==> config.mk <==
export PLATFORM = sky130hd
export DESIGN_NAME = card_seq_ctrl
export DESIGN_NICKNAME = d
export VERILOG_FILES = /design/src/rtl/cseq_pkg.sv /design/src/rtl/cseq_half_timer.sv /design/src/rtl/cseq_card_watch.sv /design/src/rtl/cseq_out_decode.sv /design/src/rtl/card_seq_ctrl.sv
export SDC_FILE = /design/constraint.sdc
export NUM_CORES = 1
export LEC_CHECK = 0
export ABC_AREA = 1
export ABC_CLOCK_PERIOD_IN_PS = 4200
export BUFFER_PORTS_ARGS = -buffer_cell sky130_fd_sc_hd__buf_2
export CAP_MARGIN = 15
export CORE_ASPECT_RATIO = 1.5
export CORE_MARGIN = 3
export CORE_UTILIZATION = 40
export CTS_CLUSTER_DIAMETER = 100
export CTS_CLUSTER_SIZE = 20
export DETAILED_ROUTE_END_ITERATION = 12
export GPL_TIMING_DRIVEN = 0
export HOLD_SLACK_MARGIN = 0.02
export SYNTH_ARGS = -nofsm -noshare
export SYNTH_HDL_FRONTEND = slang
export SYNTH_SLANG_ARGS = --single-unit
export TNS_END_PERCENT = 30
==> constraint.sdc <==
create_clock -name clk -period 4.2 [get_ports clk]
set_clock_uncertainty 0.05 [all_clocks]
set_input_delay 0.84 -clock clk [delete_from_list [all_inputs] [get_ports clk]]
set_output_delay 0.84 -clock clk [all_outputs]
set_load 0.01 [all_outputs]
==> src/rtl/cseq_pkg.sv <==
package cseq_pkg;

  typedef enum logic [1:0] {
    SQ_IDLE = 2'd0,
    SQ_RAMP = 2'd1,
    SQ_LIVE = 2'd2,
    SQ_DOWN = 2'd3
  } sq_state_e;

  // schedule points, in half time units
  localparam int unsigned H_VCC_ON   = 3;
  localparam int unsigned H_IO_ON    = 8;
  localparam int unsigned H_RST_ON   = 14;
  localparam int unsigned H_DOWN_LEN = 10;
  localparam int unsigned H_DOWN_CLK = H_DOWN_LEN;
  localparam int unsigned H_DOWN_IO  = H_DOWN_LEN - 1;
  localparam int unsigned H_DOWN_VCC = H_DOWN_LEN - 2;
  localparam int unsigned STEP_W     = $clog2(H_RST_ON + 1);

  typedef struct packed {
    logic clk;
    logic io;
    logic vcc;
  } sq_live_t;

endpackage

==> src/rtl/cseq_half_timer.sv <==
module cseq_half_timer #(
  parameter int unsigned TICKS_PER_T = 64
) (
  input  logic clk,
  input  logic rst_n,
  input  logic run,
  input  logic clr,
  input  logic tick,
  output logic half_done
);
  localparam int unsigned HALF  = TICKS_PER_T / 2;
  localparam int unsigned SUB_W = (HALF > 1) ? $clog2(HALF) : 1;

  logic [SUB_W-1:0] sub_q, sub_d;

  always_comb begin
    half_done = run & tick & (sub_q == SUB_W'(HALF - 1));
    if (clr || !run) begin
      sub_d = '0;
    end else if (tick) begin
      sub_d = half_done ? '0 : sub_q + 1'b1;
    end else begin
      sub_d = sub_q;
    end
  end

  always_ff @(posedge clk or negedge rst_n) begin
    if (!rst_n) sub_q <= '0;
    else        sub_q <= sub_d;
  end

  p_sub_bound_r13: assert property (@(posedge clk) disable iff (!rst_n)
    sub_q <= SUB_W'(HALF - 1));

endmodule

==> src/rtl/cseq_card_watch.sv <==
module cseq_card_watch (
  input  logic clk,
  input  logic rst_n,
  input  logic pres_hi,
  input  logic pres_lo_n,
  input  logic ovc_flag,
  input  logic ovt_flag,
  input  logic supply_ok,
  input  logic sess_n,
  input  logic in_session,
  output logic present,
  output logic fault_evt,
  output logic fault_lat,
  output logic status_n
);
  logic pres_q;
  logic lat_d;
  logic removal;
  logic fault_raw;

  always_comb begin
    present   = pres_hi | ~pres_lo_n;
    removal   = pres_q & ~present;
    fault_raw = removal | ovc_flag | ovt_flag | ~supply_ok;
    fault_evt = in_session & fault_raw;
    lat_d     = sess_n ? 1'b0 : (fault_lat | fault_evt);
    status_n  = present & ~fault_lat;
  end

  always_ff @(posedge clk or negedge rst_n) begin
    if (!rst_n) begin
      pres_q    <= 1'b0;
      fault_lat <= 1'b0;
    end else begin
      pres_q    <= present;
      fault_lat <= lat_d;
    end
  end

  p_flag_low_r9: assert property (@(posedge clk) disable iff (!rst_n)
    (in_session && fault_raw && !sess_n) |=> !status_n);

  p_latch_holds_r10: assert property (@(posedge clk) disable iff (!rst_n)
    (fault_lat && !sess_n) |=> fault_lat);

endmodule

==> src/rtl/cseq_out_decode.sv <==
module cseq_out_decode
  import cseq_pkg::*;
(
  input  sq_state_e         st,
  input  logic [STEP_W-1:0] step,
  input  sq_live_t          live,
  input  logic              hold,
  input  logic              seen,
  input  logic              host_rst,
  output logic              pump_en,
  output logic              vcc_en,
  output logic              io_en,
  output logic              clk_en,
  output logic              card_rst
);
  always_comb begin
    pump_en  = 1'b0;
    vcc_en   = 1'b0;
    io_en    = 1'b0;
    clk_en   = 1'b0;
    card_rst = 1'b0;
    case (st)
      SQ_RAMP: begin
        pump_en = 1'b1;
        vcc_en  = step >= STEP_W'(H_VCC_ON);
        io_en   = step >= STEP_W'(H_IO_ON);
        clk_en  = (step >= STEP_W'(H_IO_ON)) & (seen | ~hold | ~host_rst);
      end
      SQ_LIVE: begin
        pump_en  = 1'b1;
        vcc_en   = 1'b1;
        io_en    = 1'b1;
        clk_en   = 1'b1;
        card_rst = host_rst;
      end
      SQ_DOWN: begin
        pump_en = 1'b1;
        vcc_en  = live.vcc & (step >= STEP_W'(H_DOWN_VCC));
        io_en   = live.io  & (step >= STEP_W'(H_DOWN_IO));
        clk_en  = live.clk & (step >= STEP_W'(H_DOWN_CLK));
      end
      default: ;
    endcase
  end

endmodule

==> src/rtl/card_seq_ctrl.sv <==
module card_seq_ctrl
  import cseq_pkg::*;
#(
  parameter int unsigned TICKS_PER_T = 64
) (
  input  logic clk,
  input  logic rst_n,
  input  logic osc_tick,
  input  logic sess_n,
  input  logic host_rst,
  input  logic pres_hi,
  input  logic pres_lo_n,
  input  logic ovc_flag,
  input  logic ovt_flag,
  input  logic supply_ok,
  input  logic supply_inhibit,
  output logic pump_en,
  output logic vcc_en,
  output logic io_en,
  output logic clk_en,
  output logic card_rst,
  output logic status_n
);
  sq_state_e         st_q, st_d;
  logic [STEP_W-1:0] step_q, step_d;
  sq_live_t          live_q, live_d;
  logic              hold_q, hold_d;
  logic              seen_q, seen_d;
  logic              armed_q, armed_d;
  logic              half_done, load_down, run_tmr;
  logic              present, fault_evt, fault_lat, in_session, start_ok;

  assign in_session = (st_q != SQ_IDLE);
  assign run_tmr    = (st_q == SQ_RAMP) || (st_q == SQ_DOWN);
  assign start_ok   = ~sess_n & armed_q & ~supply_inhibit & supply_ok & present & ~fault_lat;

  cseq_half_timer #(.TICKS_PER_T(TICKS_PER_T)) u_timer (
    .clk       (clk),
    .rst_n     (rst_n),
    .run       (run_tmr),
    .clr       (load_down),
    .tick      (osc_tick),
    .half_done (half_done)
  );

  cseq_card_watch u_watch (
    .clk        (clk),
    .rst_n      (rst_n),
    .pres_hi    (pres_hi),
    .pres_lo_n  (pres_lo_n),
    .ovc_flag   (ovc_flag),
    .ovt_flag   (ovt_flag),
    .supply_ok  (supply_ok),
    .sess_n     (sess_n),
    .in_session (in_session),
    .present    (present),
    .fault_evt  (fault_evt),
    .fault_lat  (fault_lat),
    .status_n   (status_n)
  );

  cseq_out_decode u_decode (
    .st       (st_q),
    .step     (step_q),
    .live     (live_q),
    .hold     (hold_q),
    .seen     (seen_q),
    .host_rst (host_rst),
    .pump_en  (pump_en),
    .vcc_en   (vcc_en),
    .io_en    (io_en),
    .clk_en   (clk_en),
    .card_rst (card_rst)
  );

  always_comb begin
    st_d      = st_q;
    step_d    = step_q;
    live_d    = live_q;
    hold_d    = hold_q;
    seen_d    = seen_q;
    armed_d   = armed_q;
    load_down = 1'b0;
    case (st_q)
      SQ_IDLE: begin
        armed_d = armed_q | sess_n;
        if (start_ok) begin
          st_d    = SQ_RAMP;
          step_d  = '0;
          hold_d  = host_rst;
          seen_d  = 1'b0;
          armed_d = 1'b0;
        end
      end
      SQ_RAMP: begin
        seen_d = seen_q | clk_en;
        if (sess_n || fault_evt) begin
          st_d       = SQ_DOWN;
          step_d     = STEP_W'(H_DOWN_LEN);
          live_d.clk = clk_en;
          live_d.io  = io_en;
          live_d.vcc = vcc_en;
          load_down  = 1'b1;
        end else if (half_done) begin
          if (step_q == STEP_W'(H_RST_ON - 1)) st_d = SQ_LIVE;
          step_d = step_q + 1'b1;
        end
      end
      SQ_LIVE: begin
        if (sess_n || fault_evt) begin
          st_d      = SQ_DOWN;
          step_d    = STEP_W'(H_DOWN_LEN);
          live_d    = '{clk: 1'b1, io: 1'b1, vcc: 1'b1};
          load_down = 1'b1;
        end
      end
      SQ_DOWN: begin
        if (half_done) begin
          step_d = step_q - 1'b1;
          if (step_q == STEP_W'(1)) st_d = SQ_IDLE;
        end
      end
      default: st_d = SQ_IDLE;
    endcase
  end

  always_ff @(posedge clk or negedge rst_n) begin
    if (!rst_n) begin
      st_q    <= SQ_IDLE;
      step_q  <= '0;
      live_q  <= '0;
      hold_q  <= 1'b0;
      seen_q  <= 1'b0;
      armed_q <= 1'b0;
    end else begin
      st_q    <= st_d;
      step_q  <= step_d;
      live_q  <= live_d;
      hold_q  <= hold_d;
      seen_q  <= seen_d;
      armed_q <= armed_d;
    end
  end

  p_vcc_pump_r3: assert property (@(posedge clk) disable iff (!rst_n)
    vcc_en |-> pump_en);

  p_io_vcc_r3: assert property (@(posedge clk) disable iff (!rst_n)
    io_en |-> vcc_en);

  p_rst_path_r6: assert property (@(posedge clk) disable iff (!rst_n)
    card_rst |-> (io_en && clk_en));

  p_start_gate_r11: assert property (@(posedge clk) disable iff (!rst_n)
    $rose(pump_en) |-> $past(!supply_inhibit && !sess_n && supply_ok));

  p_fault_stop_r9: assert property (@(posedge clk) disable iff (!rst_n)
    ((st_q == SQ_RAMP || st_q == SQ_LIVE) && fault_evt) |=> (st_q == SQ_DOWN));

  p_down_monotone_r9: assert property (@(posedge clk) disable iff (!rst_n)
    (st_q == SQ_DOWN && $past(st_q) == SQ_DOWN) |->
      (!$rose(vcc_en) && !$rose(io_en) && !$rose(clk_en)));

  p_stall_r13: assert property (@(posedge clk) disable iff (!rst_n)
    (st_q == SQ_RAMP && !osc_tick && !sess_n && !fault_evt) |=> $stable(step_q));

endmodule

==> impl_results.md <==
* Synth area leaders: dfrtp_1 (34%), nand2_1 (13%), ha_1 (10%)
* WHS at 0.4449 ns
* DPL Wire Length at approximately 2500 um
* Final hold vios at 0
* Ys flop type: dfrtp_1
* Outcome: finished clean
* Die Y at between 70 and 80 um
* Fmax at 351.9 MHz
* M1 WL at 1289 um
* Initial Utilization at 42.91%
* Final #Nets at 235
* RePlAce Congestion at about 0.89
* Reg2reg end: live_q[0]$_DFFE_PN0P_
* # setup viols final at 0
* Cell family with most CP delay: flip-flops
* Synth Instances at 192
* Die width at 54.01 um
* Post-synthesis async set-or-reset flop share at 100.0%
* Worst Hold Path EP: u_timer.sub_q[4]$_DFFE_PN0P_
* Worst slew pin tran at 0.4645 ns
* Yosys top cell area share at 34.39%
* Cell internal pwr at 556.7 uW
* Setup CP Type: reg -> out
* Setup TNS at 0 ns
* RSZ-0062 raised after global routing: false
* DP Area at around 1500 um2
* Clock power share at 11.9%
* Hold Startpoint: u_timer.sub_q[4]$_DFFE_PN0P_
* Top-count cell post-synth: nand2_1
* Worst Hold Class: reg -> reg
* R2R Path Start: st_q[0]$_DFFE_PN0P_
* Post-CTS setup buffers at 0
* Commonest cells post-synth: nand2_1 (47), inv_1 (28), nand3_1 (25), dfrtp_1 (19), nor2_1 (15)
* Net Count, Synth at around 210
* Vias in the first global route at 1310
* Die area at 4213 um2
* Pwr Density at 715.7 nW/um2
* Cts repair resizes at 0
* Leakage at about 0.9 nW
* Area leader, netlist: dfrtp_1
* Gr usage total at approximately 18%
* Highest metal used: met4
* Seq/Total Area, Yosys at between 30% and 40%
* Initial antenna violation count at 0
* DRT iter0 DRCs at 18
* Drt drc at 0
* Sink Count at 19
* CTS Hold Bufs at 0
* Maximum clock path buffer count at 2
* WL met2 at 1753 um
* YS warnings at 0
* Logic pwr share at 61.2%
* Sw Ratio at 50.11%
* Share of layout cells above drive strength 1 at 17.45%
* Area growth syn-to-layout at 12.76%
* Routed Antenna Nets at 0
* Routed vias at 1275
* Post-DR vias/cell at 5.060
* Critical Path, Cell by Cell: inv_1 -> ha_1 -> a21oi_1 -> inv_1 -> nor2_1 -> o21ai_0 -> inv_1 -> nor2_1 -> buf_2
* Gr ovfl total at 0
* Worst VDD drop at 0.2851 mV
* Worst r2r path cells at 8
* Register bit total from synthesis at 19
* Sequential power share at 26.9%
* I/O Pins at 17
* Final WL at about 3200 um
* P_sw at 559.1 uW
* Largest net degree at the start of global routing at 20
* Area of the multi-input gates at 773.2 um2
* CP most frequent cell: inv_1
* Sequential Area at 475.5 um2
* Worst-Skew Late Latency at 0.26 ns
* R2r setup slk at 2.26 ns
* First-pass GRT wire length at 5533 um
* Worst path bufs/invs at 4
* Final period util at 67.66%
* Cell variety after synth at 25
* Mapped Avg Cell Area at 7.201 um2
* DRT Pass-1 Iters at 4
* Site Rows at 25
* Hold path cells at 2
* Clock Pin Slew Worst Setup and Hold Paths at around 0.08 ns
* Synth Cell Area at 1383 um2
* Relative slew slack at 69.03%
* Fillers at 338
* CTS tree: built
* CTS root buffer: clkbuf_8
* Max-cap viol count at 0
* Crit path DAT at 1.95 ns
* H-Tree Depth at 1
* Post-synth EDFFs at 0
* Pins Over Slew Limit at 0
* Final instance area at 1559 um2
* Minimum clock period at ~2.8 ns
* Core box area at 3222 um2
* Critical Path RT at 3.31 ns
* Critical-path maximum fanout at 8
* CTS Buf Count at 3
* I/O Buffers at 16
* CP Launch Type: register
* CP peak stage delay at approximately 0.48 ns
* Antenna cells at 0
* WL met3 at 98 um
* Crit path max-delay cell type: dfrtp_1
* WL per Instance at 12.69 um
* CP endpoint kind: primary output
-- worst max path at each step --
stage,from,endpoint,cells past startpoint
after CTS,st_q[0]$_DFFE_PN0P_,vcc_en,9
after global placement,st_q[0]$_DFFE_PN0P_,vcc_en,9
after global routing,st_q[0]$_DFFE_PN0P_,vcc_en,9
final,st_q[0]$_DFFE_PN0P_,vcc_en,9
after floorplan,st_q[0]$_DFFE_PN0P_,vcc_en,8
after detailed placement,st_q[0]$_DFFE_PN0P_,vcc_en,9
-- logic make-up after synthesis --
kind of cell               Yosys count  share of synthesized area (%)
DFF                                 19                          34.39
adders and majority gates           11                          9.955
and+or+nand+nor                    101                          34.12
AOI/OAI and AO/OA                   22                          8.507
muxes                                1                         0.8144
xor gates and xnor gates             4                          2.534
buffers and inverters               34                          9.683
-- registers in the layout (all words and copies together), names as in the netlist --
register,cells
st_q,2
u_timer.sub_q,5
live_q,3
u_watch.fault_lat,1
seen_q,1
u_watch.pres_q,1
step_q,4
armed_q,1
hold_q,1
-- worst min-delay path: cells and delay by family, from the launching register on --
| family | cells | cell delay [ns] |
|---|---|---|
| AND/OR/NAND/NOR | 2 | 0.11 |
| flip-flops | 1 | 0.36 |
-- stage by stage --
| stage | utilization [%] | std cells | total power, mW | worst slack (ns) |
|---|---|---|---|---|
| 2_1_floorplan | - | 192 | 0.8106 | 1.974 |
| 3_3_place_gp | 46.95 | 248 | 0.9694 | 1.666 |
| 3_5_place_dp | 46.95 | 248 | 0.9897 | 1.672 |
| 4_1_cts | 48.39 | 252 | 1.125 | 1.366 |
| 5_1_grt | 48.39 | 252 | 1.253 | 1.172 |
| 6_report | 48.39 | 252 | 1.116 | 1.358 |
-- power by group through the flow --
stage          combinational (mW)  clock, mW  sequential, mW
3_3_place_gp                0.667          0           0.302
3_5_place_dp                0.685          0           0.304
4_1_cts                     0.689      0.135           0.301
6_report                    0.683      0.133           0.300
5_1_grt                     0.799      0.145           0.309
2_1_floorplan               0.522          0           0.289
-- layer usage --
metal	up-vias	track usage (%)
met4	0	5.985
met5	-	0
met2	18	33.50
met1	600	18.41
li1	652	-
met3	5	2.303
-- layout make-up --
| type | instances | share of cell area (%) |
|---|---|---|
| clock inverter | 1 | 0.3210 |
| tap | 40 | 3.210 |
| timing repair buffer | 16 | 5.136 |
| sequential | 19 | 30.50 |
| clock buffer | 3 | 2.648 |
| inverter | 31 | 7.464 |
| buffer | 3 | 1.124 |
| multi-input combinational | 139 | 49.60 |
-- layout by cell type (no fill, tap or decap), types with 4 or more instances in the layout --
cell type  netlist  routed
nand2_1         47      47
inv_1           28      28
nand3_1         25      25
dfrtp_1         19      19
buf_2            2      18
nor2_1          15      15
o21ai_0         11      11
ha_1            11      11
a21oi_1          8       8
nand2_2          4       4
Note: power is estimated with default switching activity, not from simulation.
